<file path="src/rtl/pllcfg_pkg.sv">
package pllcfg_pkg;
  localparam int AW = 8;
  localparam int DW = 8;

  localparam logic [AW-1:0] A_REV  = 8'h00;
  localparam logic [AW-1:0] A_DIVH = 8'h01;
  localparam logic [AW-1:0] A_DIVL = 8'h02;
  localparam logic [AW-1:0] A_CLK  = 8'h03;
  localparam logic [AW-1:0] A_PHS  = 8'h04;

  localparam int DIV_HI_W = 8;
  localparam int DIV_LO_W = 4;
  localparam int DIV_W    = DIV_HI_W + DIV_LO_W;
  localparam int DIV_RST  = 1693;

  localparam int VCO_W = 2, VCO_LSB = 6, VCO_RST = 1;
  localparam int CP_W  = 3, CP_LSB  = 3, CP_RST  = 1;
  localparam int PH_W  = 5, PH_LSB  = 3, PH_RST  = 16;
endpackage

</file>
<file path="src/rtl/pllcfg_field.sv">
module pllcfg_field #(
  parameter int DW  = 8,
  parameter int W   = 2,
  parameter int LSB = 0,
  parameter int RST = 0
) (
  input  logic          clk_i,
  input  logic          rst_ni,
  input  logic          we_i,
  input  logic [DW-1:0] wdata_i,
  output logic [W-1:0]  q_o
);
  always_ff @(posedge clk_i or negedge rst_ni) begin
    if (!rst_ni)   q_o <= W'(RST);
    else if (we_i) q_o <= wdata_i[LSB +: W];
  end
endmodule

</file>
<file path="src/rtl/pllcfg_div_stage.sv">
module pllcfg_div_stage #(
  parameter int DW   = 8,
  parameter int HI_W = 8,
  parameter int LO_W = 4,
  parameter int RST  = 1693,
  localparam int W   = HI_W + LO_W
) (
  input  logic          clk_i,
  input  logic          rst_ni,
  input  logic          hi_we_i,
  input  logic          lo_we_i,
  input  logic [DW-1:0] wdata_i,
  output logic [HI_W-1:0] staged_hi_o,
  output logic [W-1:0]    div_val_o,
  output logic [W:0]      div_ratio_o,
  output logic            commit_o
);
  localparam logic [W-1:0] RST_V = W'(RST);

  logic [W-1:0] next_val;
  assign next_val = {staged_hi_o, wdata_i[DW-1 -: LO_W]};

  always_ff @(posedge clk_i or negedge rst_ni) begin
    if (!rst_ni) begin
      staged_hi_o <= RST_V[W-1 -: HI_W];
      div_val_o   <= RST_V;
      div_ratio_o <= {1'b0, RST_V} + 1'b1;
      commit_o    <= 1'b0;
    end else begin
      commit_o <= lo_we_i;
      if (hi_we_i) staged_hi_o <= wdata_i[HI_W-1:0];
      if (lo_we_i) begin
        // upper byte and nibble land in the same edge
        div_val_o   <= next_val;
        div_ratio_o <= {1'b0, next_val} + 1'b1;
      end
    end
  end
endmodule

</file>
<file path="src/rtl/pllcfg_rd_port.sv">
module pllcfg_rd_port #(
  parameter int DW = 8,
  parameter int N  = 5
) (
  input  logic                 clk_i,
  input  logic                 rst_ni,
  input  logic                 re_i,
  input  logic [N-1:0]         sel_i,
  input  logic [N-1:0][DW-1:0] src_i,
  output logic [DW-1:0]        rdata_o
);
  logic [DW-1:0] mux;

  always_comb begin
    mux = '0;
    for (int k = 0; k < N; k++)
      if (sel_i[k]) mux = mux | src_i[k];
  end

  always_ff @(posedge clk_i or negedge rst_ni) begin
    if (!rst_ni)   rdata_o <= '0;
    else if (re_i) rdata_o <= mux;
  end
endmodule

</file>
<file path="src/rtl/pllcfg_regs.sv">
module pllcfg_regs
  import pllcfg_pkg::*;
#(
  parameter logic [DW-1:0] REVISION = 8'hA5
) (
  input  logic              clk_i,
  input  logic              rst_ni,
  input  logic [AW-1:0]     addr_i,
  input  logic [DW-1:0]     wdata_i,
  input  logic              we_i,
  input  logic              re_i,
  output logic [DW-1:0]     rdata_o,
  output logic [DIV_W-1:0]  div_val_o,
  output logic [DIV_W:0]    div_ratio_o,
  output logic              div_commit_o,
  output logic [VCO_W-1:0]  vco_band_o,
  output logic [1:0]        post_div_o,
  output logic [CP_W-1:0]   cp_cur_o,
  output logic [PH_W-1:0]   phase_o
);
  localparam int NREG = 5;
  localparam logic [AW-1:0] ADDRS [NREG] = '{A_REV, A_DIVH, A_DIVL, A_CLK, A_PHS};

  logic [NREG-1:0] sel;
  logic [NREG-1:0] wsel;
  logic [DIV_HI_W-1:0] staged_hi;

  for (genvar g = 0; g < NREG; g++) begin : g_dec
    assign sel[g]  = (addr_i == ADDRS[g]);
    assign wsel[g] = we_i & sel[g];
  end

  pllcfg_div_stage #(
    .DW(DW), .HI_W(DIV_HI_W), .LO_W(DIV_LO_W), .RST(DIV_RST)
  ) i_div (
    .clk_i, .rst_ni,
    .hi_we_i     (wsel[1]),
    .lo_we_i     (wsel[2]),
    .wdata_i,
    .staged_hi_o (staged_hi),
    .div_val_o,
    .div_ratio_o,
    .commit_o    (div_commit_o)
  );

  pllcfg_field #(.DW(DW), .W(VCO_W), .LSB(VCO_LSB), .RST(VCO_RST)) i_vco (
    .clk_i, .rst_ni, .we_i(wsel[3]), .wdata_i, .q_o(vco_band_o));
  pllcfg_field #(.DW(DW), .W(CP_W), .LSB(CP_LSB), .RST(CP_RST)) i_cp (
    .clk_i, .rst_ni, .we_i(wsel[3]), .wdata_i, .q_o(cp_cur_o));
  pllcfg_field #(.DW(DW), .W(PH_W), .LSB(PH_LSB), .RST(PH_RST)) i_ph (
    .clk_i, .rst_ni, .we_i(wsel[4]), .wdata_i, .q_o(phase_o));

  // post-divider log2 follows the band: low band divides most
  logic [VCO_W-1:0] band_inv;
  assign band_inv = ~wdata_i[VCO_LSB +: VCO_W];
  always_ff @(posedge clk_i or negedge rst_ni) begin
    if (!rst_ni)      post_div_o <= 2'(3 - VCO_RST);
    else if (wsel[3]) post_div_o <= band_inv;
  end

  logic [NREG-1:0][DW-1:0] src;
  assign src[0] = REVISION;
  assign src[1] = staged_hi;
  assign src[2] = {div_val_o[DIV_LO_W-1:0], {(DW-DIV_LO_W){1'b0}}};
  assign src[3] = {vco_band_o, cp_cur_o, {(DW-VCO_W-CP_W){1'b0}}};
  assign src[4] = {phase_o, {(DW-PH_W){1'b0}}};

  pllcfg_rd_port #(.DW(DW), .N(NREG)) i_rd (
    .clk_i, .rst_ni, .re_i, .sel_i(sel), .src_i(src), .rdata_o);
endmodule

</file>
<file path="config.mk">
export PLATFORM = sky130hd
export DESIGN_NAME = pllcfg_regs
export DESIGN_NICKNAME = d
export VERILOG_FILES = /design/src/rtl/pllcfg_pkg.sv /design/src/rtl/pllcfg_field.sv /design/src/rtl/pllcfg_div_stage.sv /design/src/rtl/pllcfg_rd_port.sv /design/src/rtl/pllcfg_regs.sv
export SDC_FILE = /design/constraint.sdc
export NUM_CORES = 1
export LEC_CHECK = 0
export BUFFER_PORTS_ARGS = -buffer_cell sky130_fd_sc_hd__buf_2
export CAP_MARGIN = 20
export CORE_MARGIN = 4
export CORE_UTILIZATION = 52
export DETAILED_ROUTE_END_ITERATION = 8
export PLACE_DENSITY = 0.77
export SETUP_SLACK_MARGIN = 0.3
export SLEW_MARGIN = 25
export SYNTH_ARGS = -nofsm -noshare
export SYNTH_HDL_FRONTEND = slang
export SYNTH_SLANG_ARGS = --single-unit
</file>
<file path="constraint.sdc">
create_clock -name clk_i -period 1.5 [get_ports clk_i]
set_input_delay 0.3 -clock clk_i [delete_from_list [all_inputs] [get_ports clk_i]]
set_output_delay 0.3 -clock clk_i [all_outputs]
set_load 0.05 [all_outputs]
</file>
Word-level counts from Yosys, hierarchy flattened
Cells that the tools add are included.
{"block": "totals", "elab_cells": 29, "reg_bits": 54, "output_inout_bits": 46}
{"block": "op_classes", "n_eq_ne": 4, "bitwise": 9, "n_mux": 5, "reduce_logical": 1, "add_sub_neg": 1}
{"op": "$mux W8", "count": 5}
{"op": "$or A8 B8 Y8", "count": 4}
{"op": "$eq A8 B2 Y1 const B", "count": 2}
{"op": "$add A12 B1 Y13 const B", "count": 1}
{"op": "$eq A8 B1 Y1 const B", "count": 1}
{"op": "$eq A8 B3 Y1 const B", "count": 1}
{"op": "$logic_not A8 Y1", "count": 1}
{"op": "$and A1 B1 Y1", "count": 4}
{"op": "$not A2 Y2", "count": 1}

Longest topological paths before layout
Gate-level depths: netlist of the first run.
{"block": "depth", "word_depth": 10, "ltp_mapped": 7, "depth_no_buf": 5}

Hierarchy
From an unflattened synthesis of the first run, not the netlist that was laid out.
{"block": "unflattened", "cells_unflattened": 214, "area_unflattened_um2": 2477.4}
{"mod": "pllcfg_div_stage", "instances": 1, "area_per_inst_um2": 1452.6, "cells_each": 117, "seq_area_each_um2": 873.3}
{"mod": "pllcfg_rd_port", "instances": 1, "area_per_inst_um2": 451.7, "cells_each": 47, "seq_area_each_um2": 200.2}
{"mod": "pllcfg_regs", "instances": 1, "area_per_inst_um2": 206.4, "cells_each": 30, "seq_area_each_um2": 51.3}
{"mod": "pllcfg_field at i_ph", "instances": 1, "area_per_inst_um2": 182.7, "cells_each": 10, "seq_area_each_um2": 126.4}
{"mod": "pllcfg_field at i_cp", "instances": 1, "area_per_inst_um2": 110.1, "cells_each": 6, "seq_area_each_um2": 76.3}
{"mod": "pllcfg_field at i_vco", "instances": 1, "area_per_inst_um2": 73.8, "cells_each": 4, "seq_area_each_um2": 51.3}

Worst setup path after synthesis of the first run
Ideal clock, no wire load.
{"block": "synth_path", "kind": "input port to flip-flop", "startpoint": "input port addr_i[7]", "endpoint": "register i_cp.q_o[1]", "path_buffers": 0, "stages": 4, "required_time_ps": 1375, "arrival_ps": 1551, "setup_slack_ps": -176, "path_cell_list": "or4_4 nor2_1 nand4_2 mux2_2"}
{"block": "synth_via", "elab_chain_cells": 2}
{"element": "from (decl)", "line_no": "pllcfg_regs.sv:8", "source": "input logic [AW-1:0] addr_i,"}
{"element": "$eq A8 B2 Y1", "line_no": "pllcfg_regs.sv:29", "source": "assign sel[g] = (addr_i == ADDRS[g]);"}
{"element": "$and A1 B1 Y1", "line_no": "pllcfg_regs.sv:30", "source": "assign wsel[g] = we_i & sel[g];"}
{"element": "to (signal assigned)", "line_no": "pllcfg_field.sv:14", "source": "if (!rst_ni) q_o <= W'(RST);"}
{"element": "to (signal assigned)", "line_no": "pllcfg_field.sv:15", "source": "else if (we_i) q_o <= wdata_i[LSB +: W];"}
{"element": "to (decl)", "line_no": "pllcfg_field.sv:11", "source": "output logic [W-1:0] q_o"}
Every way passes these cells.
A chain may end at the register's enable or synchronous reset.

Final worst setup path of the first run
{"block": "layout_path", "startpoint": "input port addr_i[7]", "endpoint": "register i_div.div_val_o[11]"}
{"block": "layout_via", "elab_chain_cells": 2}
{"element": "$eq A8 B2 Y1", "line_no": "pllcfg_regs.sv:29"}
{"element": "$and A1 B1 Y1", "line_no": "pllcfg_regs.sv:30"}
{"element": "to (signal assigned)", "line_no": "pllcfg_div_stage.sv:34", "source": "div_val_o <= next_val;"}
{"element": "to (decl)", "line_no": "pllcfg_div_stage.sv:14", "source": "output logic [W-1:0] div_val_o,"}
Every way passes these cells.

==> qor.txt, run 1 <==
status: finished, violations left
failing checks: setup timing
full die area: 5960 sq um
worst setup margin: -67.5 ps
first-pass GRT wire length: 11.8 mm
Int Power: 0.00232 W
register bit total from synthesis: 54
largest net degree at the start of global routing: 20
Via density: 5.98
core region area: 4500 sq um
YS warnings: 0
antenna-violating nets left: 0
worst ir drop on vdd: 0.744 mV
Final Hold Viols: 0
Crit Path Class: in2reg
Chip Height: 77.2 um
Rows: 24
EDFF count, synth: 0
main combinational cell family by area after synthesis: multiplexers
worst r2r src: i_div.staged_hi_o[3]$_DFFE_PN1P_
io pins: 66
DRC Markers: 0
worst clock skew: 14.2 ps
First-pass DRT Iterations: 5
CP arrival: 1770 ps
post-synth net total: 230
Synth Flop Type: dfrtp_1
clk_lat worst skew: 320 ps
CTS Buffer Depth: 2
vias: 2,279
FFs w/ async S/R, synth: 100%
DRT Wirelength: 8.58 mm
post-detail-place hpwl: 4.43 mm
Initial Util: 55.3%
Cell Area, Synth: 2490 sq um
setup_tns: -895 ps
Antenna diodes: 0
H-tree depth: 2
CTS Root Cell: clkbuf_8
Avg WL per Cell: 22.5 um
CP Max Fanout: 11
maxcap violations: 0
Sw Share: 29.4%
Comb pwr share: 20.8%
Post-Syn Instances: 209
sequential fraction of the synthesis area: 55.4%
clock network fraction of design power: 30.3%
GP Congestion: 0.821
Synth Area in Compound Gates: 7.84%
Slew headroom: 63.4%
Pleak: 1.94 nW
TritonCTS clock tree: done
Worst-path clk slew: 100 ps
crit path from: addr_i[7]
final setup fails: 24
Worst Hold Class: in2reg
HP Start: wdata_i[1]
sw power: 0.000969 W
synthesis-to-layout area growth: 62.0%
Global Route Usage Sum: 25.4%
Peak Freq: 638 MHz
NumNets Final: 349
vias in the first global route: 2,265
WP data required: 1700 ps
# clock sinks: 54
CP endpoint kind: register
Iter 0 DRT Violations: 230
Final period util: 105%
unrepaired setup endpoints after global routing: true
simple logic cell fraction of the synthesized area: 12.2%
post-synthesis cell type count: 37
Die W: 77.2 um
startpoint types: input port
total CTS buffers: 5
mux cell area share after synthesis: 16.5%
Flop pwr share: 48.9%
PwrDens: 817 nW/um^2
# port buffers: 65
layout cells sized above 1: 63.5%
total congestion overflow: 0
worst-margin pin slew: 549 ps
syn_area_per_cell: 11.9 sq um
Final Max Tran Viols: 0
post-synthesis adder-cell area fraction: 0.503%
Tot Pwr: 0.00329 W
xor/xnor share of the synthesized area: 3.52%
antenna violations before repair: 0
Final Critical Period: 1570 ps
-- registers in the layout, summed over array words and instances (netlist names) --
register	count
i_div.commit_o	1
post_div_o	2
i_div.staged_hi_o	8
i_rd.rdata_o	8
i_vco.q_o	2
i_div.div_ratio_o	13
i_cp.q_o	3
i_div.div_val_o	12
i_ph.q_o	5
-- routing by layer --
layer | share of wire (%) | vias up | global-route usage [%]
li1 | - | 969 | -
met1 | 37 | 1129 | 32.8
met2 | 51 | 147 | 42.1
met3 | 8.3 | 34 | 6.91
met4 | 3.3 | 0 | 7.12
met5 | 0 | - | 0
-- area by class of cell --
cell class              count  area [sq um]
fillers                   189           473
multi-input cells         131          1170
well taps                  52          65.1
clock buffers               6          72.6
flip-flops and latches     54          1380
inverters                  12          45.0
clock inverters             2          37.5
repair buffers            124          1260
-- power by group through the flow --
stage               Combinational (W)  Clock, W  Sequential, W
finish                       0.000686  0.000997        0.00161
global route                 0.000718   0.00106        0.00161
CTS                          0.000623  0.000988        0.00160
detailed placement           0.000512         0        0.00161
global placement             0.000505         0        0.00161
floorplan                    0.000129         0        0.00179
-- synth_stat cells, drive strengths merged (2+ instances only) --
cell type	instances	area share (%)
a211o	2	0.70
nand3	7	1.6
and3	3	0.75
nor3	8	2.0
mux2	33	15
nor2b	3	0.75
nand2	4	0.60
nand4	5	1.5
buf	7	1.5
nor2	18	2.7
dfstp	22	23
o21ai	4	0.80
a22oi	3	0.90
o22ai	2	0.50
o41ai	2	1.3
clkbuf	5	0.75
dfrtp	32	32
nand2b	3	0.75
a21oi	11	2.2
inv	12	1.8
mux2i	4	1.6
xnor2	9	3.2
-- critical path: stages --
cell	delay, ps
buf_6	90
or4_4	580
nor3_4	220
buf_12	180
buf_12	110
mux2_4	290
-- layout by cell type (no fill, tap or decap), drive strengths merged --
cell | Yosys | layout
a211o | 2 | 2
a21oi | 11 | 11
a221oi | 1 | 1
a22o | 1 | 1
a22oi | 3 | 3
a2bb2oi | 1 | 1
and3 | 3 | 3
buf | 7 | 123
bufinv | 0 | 1
clkbuf | 5 | 6
clkinvlp | 0 | 1
dfrtp | 32 | 32
dfstp | 22 | 22
dlygate4sd3 | 0 | 1
ha | 1 | 1
inv | 12 | 12
mux2 | 33 | 33
mux2i | 4 | 4
nand2 | 4 | 4
nand2b | 3 | 3
nand3 | 7 | 7
nand4 | 5 | 5
nand4bb | 1 | 1
nor2 | 18 | 18
nor2b | 3 | 3
nor3 | 8 | 8
nor3b | 1 | 1
o21ai | 4 | 4
o22ai | 2 | 2
o2bb2ai | 1 | 1
o41ai | 2 | 2
or3 | 1 | 1
or4 | 1 | 1
xnor2 | 9 | 9
xor2 | 1 | 1
-- cells by family (layout without fill, tap and decap cells) --
group           after synthesis  after routing
compound gates               28             28
xor+xnor                     10             10
fa+ha+maj                     1              1
buf+inv                      24            144
flops                        54             54
mux                          37             37
simple gates                 55             55
-- stage by stage --
step / area [sq um] / utilization [%] / worst slack [ps] / hold slack [ps] / instances
2_1_floorplan: 2510 / - / -170 / 4.41 / 209
3_3_place_gp: 3090 / 68.5 / -361 / 285 / 341
3_5_place_dp: 3090 / 68.5 / -398 / 290 / 341
4_1_cts: 3730 / 82.8 / -25.7 / 219 / 360
5_1_grt: 4030 / 89.5 / -81.5 / 224 / 381
6_report: 4030 / 89.5 / -67.5 / 229 / 381
-- what timing repair did --
item	in CTS	in global routing
setup buffers	8	21
pin swaps	8	4
setup endpoints to repair	99	98
hold buffers	1	0
endpoints found under the hold margin	14	0
gates cloned	2	0
resized for setup	122	24
-- path summary, 6_finish.rpt --
kind	to	slack, ps	cells past startpoint
worst max-delay path	i_div.div_val_o[11]$_DFFE_PN0P_	-70	6
worst min-delay path	i_div.staged_hi_o[1]$_DFFE_PN0P_	230	2
worst max register to register	i_div.div_ratio_o[11]$_DFFE_PN0P_	-40	4
worst min register to register	i_div.div_ratio_o[9]$_DFFE_PN1P_	530	2
max in group asynchronous	i_div.div_ratio_o[7]$_DFFE_PN1P_	420	3
min in group asynchronous	post_div_o[0]$_DFFE_PN0P_	490	2
(Power assumes the default switching activity.)
==> run 2, diff against run 1 <==
CELL_PAD_IN_SITES_DETAIL_PLACEMENT = 0   (was not set)
CELL_PAD_IN_SITES_GLOBAL_PLACEMENT = 1   (was not set)
CORE_UTILIZATION = 41   (was 52)
==> run 2 against run 1 <==
Effect of this change: the flow still finishes with violations (setup timing); global-route usage is 6.6 points lower; via count is 9.3% lower; sequential power hardly changed; clock skew is 6.3 ps lower; power is 1.0% lower; critical path depth stayed put; clock power is 2.2% lower; wire length is 19% lower; register-to-register slack better by 130 ps; maximum frequency is 0.38% higher; first-iteration DRC count is 57% lower; largest cell class unchanged.
==> qor.txt, run 2 (same netlist as run 1, synthesis figures left out) <==
Final period util: 104% (-0.40 points)
Via density: 5.14 (-14%)
Post-Place Cell Area: 3080 sq um (-0.20%)
setup_tns: -493 ps (+402 ps)
Global Route Usage Sum: 18.8% (-6.6 points)
vias in the first global route: 2,114 (-6.7%)
first-pass GRT wire length: 10.9 mm (-8.3%)
Rows: 28 (+17%)
# clock sinks: 54 (unchanged)
CP Max Fanout: 6 (-5)
# port buffers: 65 (unchanged)
Final Critical Period: 1560 ps (-5.99 ps)
Chip Height: 85.9 um (+11%)
CP endpoint kind: register
Peak Freq: 640 MHz (+0.38%)
post-detail-place hpwl: 4.17 mm (-6.0%)
WP data required: 1700 ps (about the same)
Avg WL per Cell: 17.3 um (-23%)
CP bufs+invs: 3 (unchanged)
Iter 0 DRT Violations: 100 (-57%)
TritonCTS clock tree: done
antenna-violating nets left: 0 (unchanged)
Max stage delay cell, worst path: or4_4
unrepaired setup endpoints after global routing: true
total congestion overflow: 0 (unchanged)
Worst Reg-to-Reg Cells: 4 (unchanged)
Int Power: 0.00233 W (+0.36%)
max reg flops: 13 (unchanged)
io pins: 66 (unchanged)
Biggest register: i_div.div_ratio_o
CP Depth: 6 (unchanged)
Initial Util: 42.0% (-13 points)
Final Hold Viols: 0 (unchanged)
total of fill cells in the finished design: 424 (+120%)
Pleak: 1.96 nW (+1.2%)
leading cell type in the layout, fill and taps excluded: buf_4
Comb pwr share: 20.8% (about the same)
synthesis-to-layout area growth: 66.1%
most frequent cells in the layout: buf_4, buf_6, dfrtp_1, dfstp_2, mux2_4
vias: 2,068 (-9.3%)
maxcap violations: 0 (unchanged)
worst ir drop on vdd: 0.438 mV (-41%)
GP Congestion: 0.802 (-2.3%)
DRC Markers: 0 (unchanged)
Worst path max stage delay: 580 ps (about the same)
DRT Wirelength: 6.94 mm (-19%)
startpoint types: input port
Slew headroom: 66.0% (+2.6 points)
full die area: 7380 sq um (+24%)
clock network fraction of design power: 29.9% (-0.4 points)
final setup fails: 19 (-21%)
Tot Pwr: 0.00326 W (-1.0%)
Worst-path clk slew: 100 ps (about the same)
largest net degree at the start of global routing: 55 (+180%)
CP arrival: 1760 ps (about the same)
core region area: 5920 sq um (+31%)
status: finished, violations left
PwrDens: 788 nW/um^2 (-3.5%)
top flop regs: i_div.div_ratio_o x13, i_div.div_val_o x12
Sw Share: 28.5% (-0.98 points)
post-route cell area: 4130 sq um (+2.5%)
worst-path cell chain: buf_6, or4_4, nor3_4, buf_4, buf_12, mux2_4
layout cells sized above 1: 66.4% (+2.8 points)
worst-margin pin slew: 509 ps (-40.1 ps)
Die W: 85.9 um (+11%)
NumNets Final: 347 (-0.57%)
First-pass DRT Iterations: 4 (-1)
failing checks: setup timing
sw power: 0.000928 W (-4.3%)
total CTS buffers: 5 (unchanged)
worst setup margin: -61.5 ps (+5.99 ps)
crit-path leading delay family: simple AND/OR/NAND/NOR gates
H-tree depth: 2 (unchanged)
Flop pwr share: 49.2% (+0.3 points)
Final Max Tran Viols: 0 (unchanged)
Crit Path Class: in2reg
Worst Hold Class: in2reg
Antenna diodes: 0 (unchanged)
worst clock skew: 7.89 ps (-6.34 ps)
antenna violations before repair: 0 (unchanged)
CTS Root Cell: clkbuf_8
hold depth: 2 (unchanged)
clk_lat worst skew: 310 ps (about the same)
CTS Buffer Depth: 2 (unchanged)
run 2: cell count changes in the layout (fill, tap and decap cells not counted), sizes merged:
cell / delta
clkinv: +2
clkinvlp: -1
buf: -4
clkbuf: +1
run 2: worst paths after layout:
path	slack, ps	endpoint	from
max	-60	i_div.div_val_o[5]$_DFFE_PN0P_	addr_i[4]
min in group asynchronous	500	i_cp.q_o[1]$_DFFE_PN0P_	rst_ni
max in group asynchronous	700	i_div.staged_hi_o[0]$_DFFE_PN1P_	rst_ni
min reg2reg	490	post_div_o[1]$_DFFE_PN1P_	post_div_o[1]$_DFFE_PN1P_
min	230	i_div.staged_hi_o[2]$_DFFE_PN0P_	wdata_i[2]
max reg2reg	90	i_div.div_ratio_o[11]$_DFFE_PN0P_	i_div.staged_hi_o[3]$_DFFE_PN1P_
run 2: power groups by stage:
stage                     combinational, W  clock, W  sequential, W
after global routing              0.000719   0.00104        0.00161
after floorplan                   0.000129         0        0.00179
final                             0.000679  0.000975        0.00160
after CTS                         0.000628   0.00100        0.00161
after global placement            0.000493         0        0.00161
after detailed placement          0.000497         0        0.00161
run 2: metrics by stage:
step	util [%]	instances	setup WS [ps]	hold WS (ps)
2_1_floorplan	-	209	-170	4.41
3_3_place_gp	52.0	361	-356	313
3_5_place_dp	52.0	361	-369	319
4_1_cts	65.0	381	-9.50	219
5_1_grt	69.8	402	-93.1	222
6_report	69.8	402	-61.5	227
run 2: repair_timing:
action                     4_1_cts  5_1_grt
cloned                           1        2
hold endpoints to repair        32        0
setup endpoints to repair      100       98
gates resized for setup        157       25
buffers inserted                10       19
hold buffers                     1        0
pin swaps                       11        2
run 2: area by class of cell:
cell class	count	area [sq um]	area share, %
Tap cell	75	93.8	2.27
Multi-Input combinational cell	131	1260	30.5
Timing Repair Buffer	122	1250	30.2
Inverter	12	45.0	1.09
Sequential cell	54	1380	33.4
Clock buffer	5	68.8	1.66
Clock inverter	3	40.0	0.969
run 2: per-layer routing:
| metal | track usage, % | wire length [um] | vias up |
|---|---|---|---|
| met5 | 0 | 0 | - |
| met4 | 5.61 | 94 | 0 |
| met3 | 4.51 | 364 | 12 |
| met2 | 30.7 | 3540 | 55 |
| met1 | 24.8 | 2940 | 1037 |
| li1 | - | - | 964 |
==> run 3, diff against run 2 <==
SKIP_CTS_REPAIR_TIMING = 1   (was not set)
==> run 3 against run 2 <==
Effect of this change: the run still ends with setup timing left; clock power is 0.5% higher; wire length is 3.9% lower; cell count is 2.7% lower; sequential power hardly changed; worst setup slack worse by 5.3 ps; critical path type unchanged; maximum frequency is 0.34% lower.
==> qor.txt, run 3 (same netlist as run 1, synthesis figures left out) <==
antenna-violating nets left: 0 (unchanged)
Iter 0 DRT Violations: 91 (-9.0%)
post-detail-place hpwl: 4.17 mm (unchanged)
Worst path max stage delay: 590 ps (about the same)
io pins: 66 (unchanged)
R2R Setup Slk: 80 ps (about the same)
leading cell type in the layout, fill and taps excluded: buf_4
Max stage delay cell, worst path: or4_4
Comb pwr share: 20.0% (-0.8 points)
total of fill cells in the finished design: 445 (+5.0%)
Via density: 5.21 (+1.4%)
worst setup margin: -66.8 ps (-5.29 ps)
sw power: 0.000919 W (-0.95%)
area of the multi-input gates: 1200 sq um (-4.7%)
Final Hold Viols: 0 (unchanged)
H-tree depth: 2 (unchanged)
worst-margin pin slew: 502 ps (-7.36 ps)
# port buffers: 65 (unchanged)
Final Critical Period: 1570 ps (+5.29 ps)
core region area: 5920 sq um (unchanged)
Int Power: 0.00231 W (-0.72%)
maxcap violations: 0 (unchanged)
met1 Use GR: 22.7% (-2.2 points)
Slew headroom: 66.5% (+0.49 points)
Crit path top cell by count: buf_12
worst-path cell chain: buf_6, or4_4, nor3_4, buf_12, buf_12, buf_12, nor2_1, a21oi_1
Reg area: 1380 sq um (unchanged)
Pleak: 1.87 nW (-4.8%)
DRT Wirelength: 6.67 mm (-3.9%)
GR peak layer: met2
Die W: 85.9 um (unchanged)
CP endpoint kind: register
antenna violations before repair: 0 (unchanged)
TritonCTS clock tree: done
max reg flops: 13 (unchanged)
full die area: 7380 sq um (unchanged)
Avg WL per Cell: 17.1 um (-1.2%)
Worst-path clk slew: 100 ps (about the same)
CTS Buffer Depth: 2 (unchanged)
total congestion overflow: 0 (unchanged)
worst ir drop on vdd: 0.441 mV (+0.67%)
Final period util: 104% (+0.35 points)
Global Route Usage Sum: 16.7% (-2.1 points)
Rows: 28 (unchanged)
CP Depth: 8 (+2)
R2R Path End: i_div.div_ratio_o[11]$_DFFE_PN0P_
unrepaired setup endpoints after global routing: true
DRC Markers: 0 (unchanged)
WP data required: 1730 ps (+30 ps)
Final Non-Filler Cells: 391 (-2.7%)
post-route cell area: 3980 sq um (-3.7%)
crit-path leading delay family: simple AND/OR/NAND/NOR gates
Final Max Tran Viols: 0 (unchanged)
met3 Track Usage GR: 4.13% (-0.38 points)
clock network fraction of design power: 30.3% (+0.4 points)
final setup fails: 14 (-5)
Crit Path Class: in2reg
Post-Place Cell Area: 3080 sq um (unchanged)
failing checks: setup timing
Peak Freq: 638 MHz (-0.34%)
most frequent cells in the layout: buf_4, buf_6, dfrtp_1, dfstp_2, buf_8
NumNets Final: 336 (-3.2%)
Initial Util: 42.0% (unchanged)
crit path from: addr_i[4]
Flop pwr share: 49.7% (+0.5 points)
Chip Height: 85.9 um (unchanged)
Worst Reg-to-Reg Cells: 4 (unchanged)
synthesis-to-layout area growth: 59.9%
First-pass DRT Iterations: 4 (unchanged)
CP arrival: 1800 ps (+40 ps)
Antenna diodes: 0 (unchanged)
setup_tns: -293 ps (+200 ps)
Sw Share: 28.4% (-0.049 points)
status: finished, violations left
layout cells sized above 1: 63.0% (-3.4 points)
Worst Hold Class: in2reg
CTS Root Cell: clkbuf_8
vias: 2,039 (-1.4%)
vias in the first global route: 1,910 (-9.6%)
Biggest register: i_div.div_ratio_o
first-pass GRT wire length: 9.67 mm (-11%)
met2 usage: 26.8% (-3.9 points)
clk_lat worst skew: 310 ps (about the same)
worst clock skew: 7.33 ps (-0.558 ps)
PwrDens: 812 nW/um^2 (+3.1%)
worst r2r src: i_div.staged_hi_o[3]$_DFFE_PN1P_
GP Congestion: 0.802 (unchanged)
# clock sinks: 54 (unchanged)
total CTS buffers: 5 (unchanged)
top flop regs: i_div.div_ratio_o x13, i_div.div_val_o x12
CP endpoint: i_div.div_ratio_o[11]$_DFFE_PN0P_
CP bufs+invs: 4 (+1)
CP Max Fanout: 15 (+9)
post-placement cell count: 361 (unchanged)
startpoint types: input port
largest net degree at the start of global routing: 55 (unchanged)
[run 3: area by class of cell]
cell class | count | area share (%)
clock buffers | 5 | 1.73
flip-flops and latches | 54 | 34.6
well taps | 75 | 2.36
repair buffers | 111 | 29.0
multi-input cells | 131 | 30.2
inverters | 12 | 1.13
clock inverters | 3 | 1.01
[run 3: power by group through the flow]
stage	registers, W	clock network [W]	logic (W)
final	0.00161	0.000980	0.000647
after global routing	0.00161	0.00106	0.000687
after CTS	0.00158	0.00100	0.000499
after detailed placement	0.00161	0	0.000497
after global placement	0.00161	0	0.000493
after floorplan	0.00179	0	0.000129
[run 3: per-stage QoR]
stage | utilization [%] | setup WS [ps] | total power [W] | hold slack (ps)
finish | 67.2 | -66.8 | 0.00323 | 227
floorplan | - | -170 | 0.00192 | 4.41
global route | 67.2 | -81.7 | 0.00336 | 219
CTS | 53.9 | -39.0 | 0.00309 | -23.8
detailed placement | 52.0 | -369 | 0.00211 | 319
global placement | 52.0 | -356 | 0.00210 | 313
[run 3: how the worst min path moves through the flow]
stage               start                          endpoint  slack [ps]  cells past startpoint
6_report       wdata_i[2]  i_div.staged_hi_o[2]$_DFFE_PN0P_         230                      2
5_1_grt        wdata_i[2]  i_div.staged_hi_o[2]$_DFFE_PN0P_         220                      2
4_1_cts            rst_ni           i_ph.q_o[1]$_DFFE_PN0P_         -20                      2
3_5_place_dp       rst_ni           i_ph.q_o[1]$_DFFE_PN0P_         320                      2
3_3_place_gp       rst_ni           i_ph.q_o[1]$_DFFE_PN0P_         310                      2
2_1_floorplan      rst_ni           i_cp.q_o[1]$_DFFE_PN0P_           4                      0
[run 3: routing by layer]
layer | wire length [um] | up-vias
met1 | 2810 | 1030
li1 | - | 939
met5 | 0 | -
met2 | 3390 | 61
met3 | 392 | 9
met4 | 76 | 0
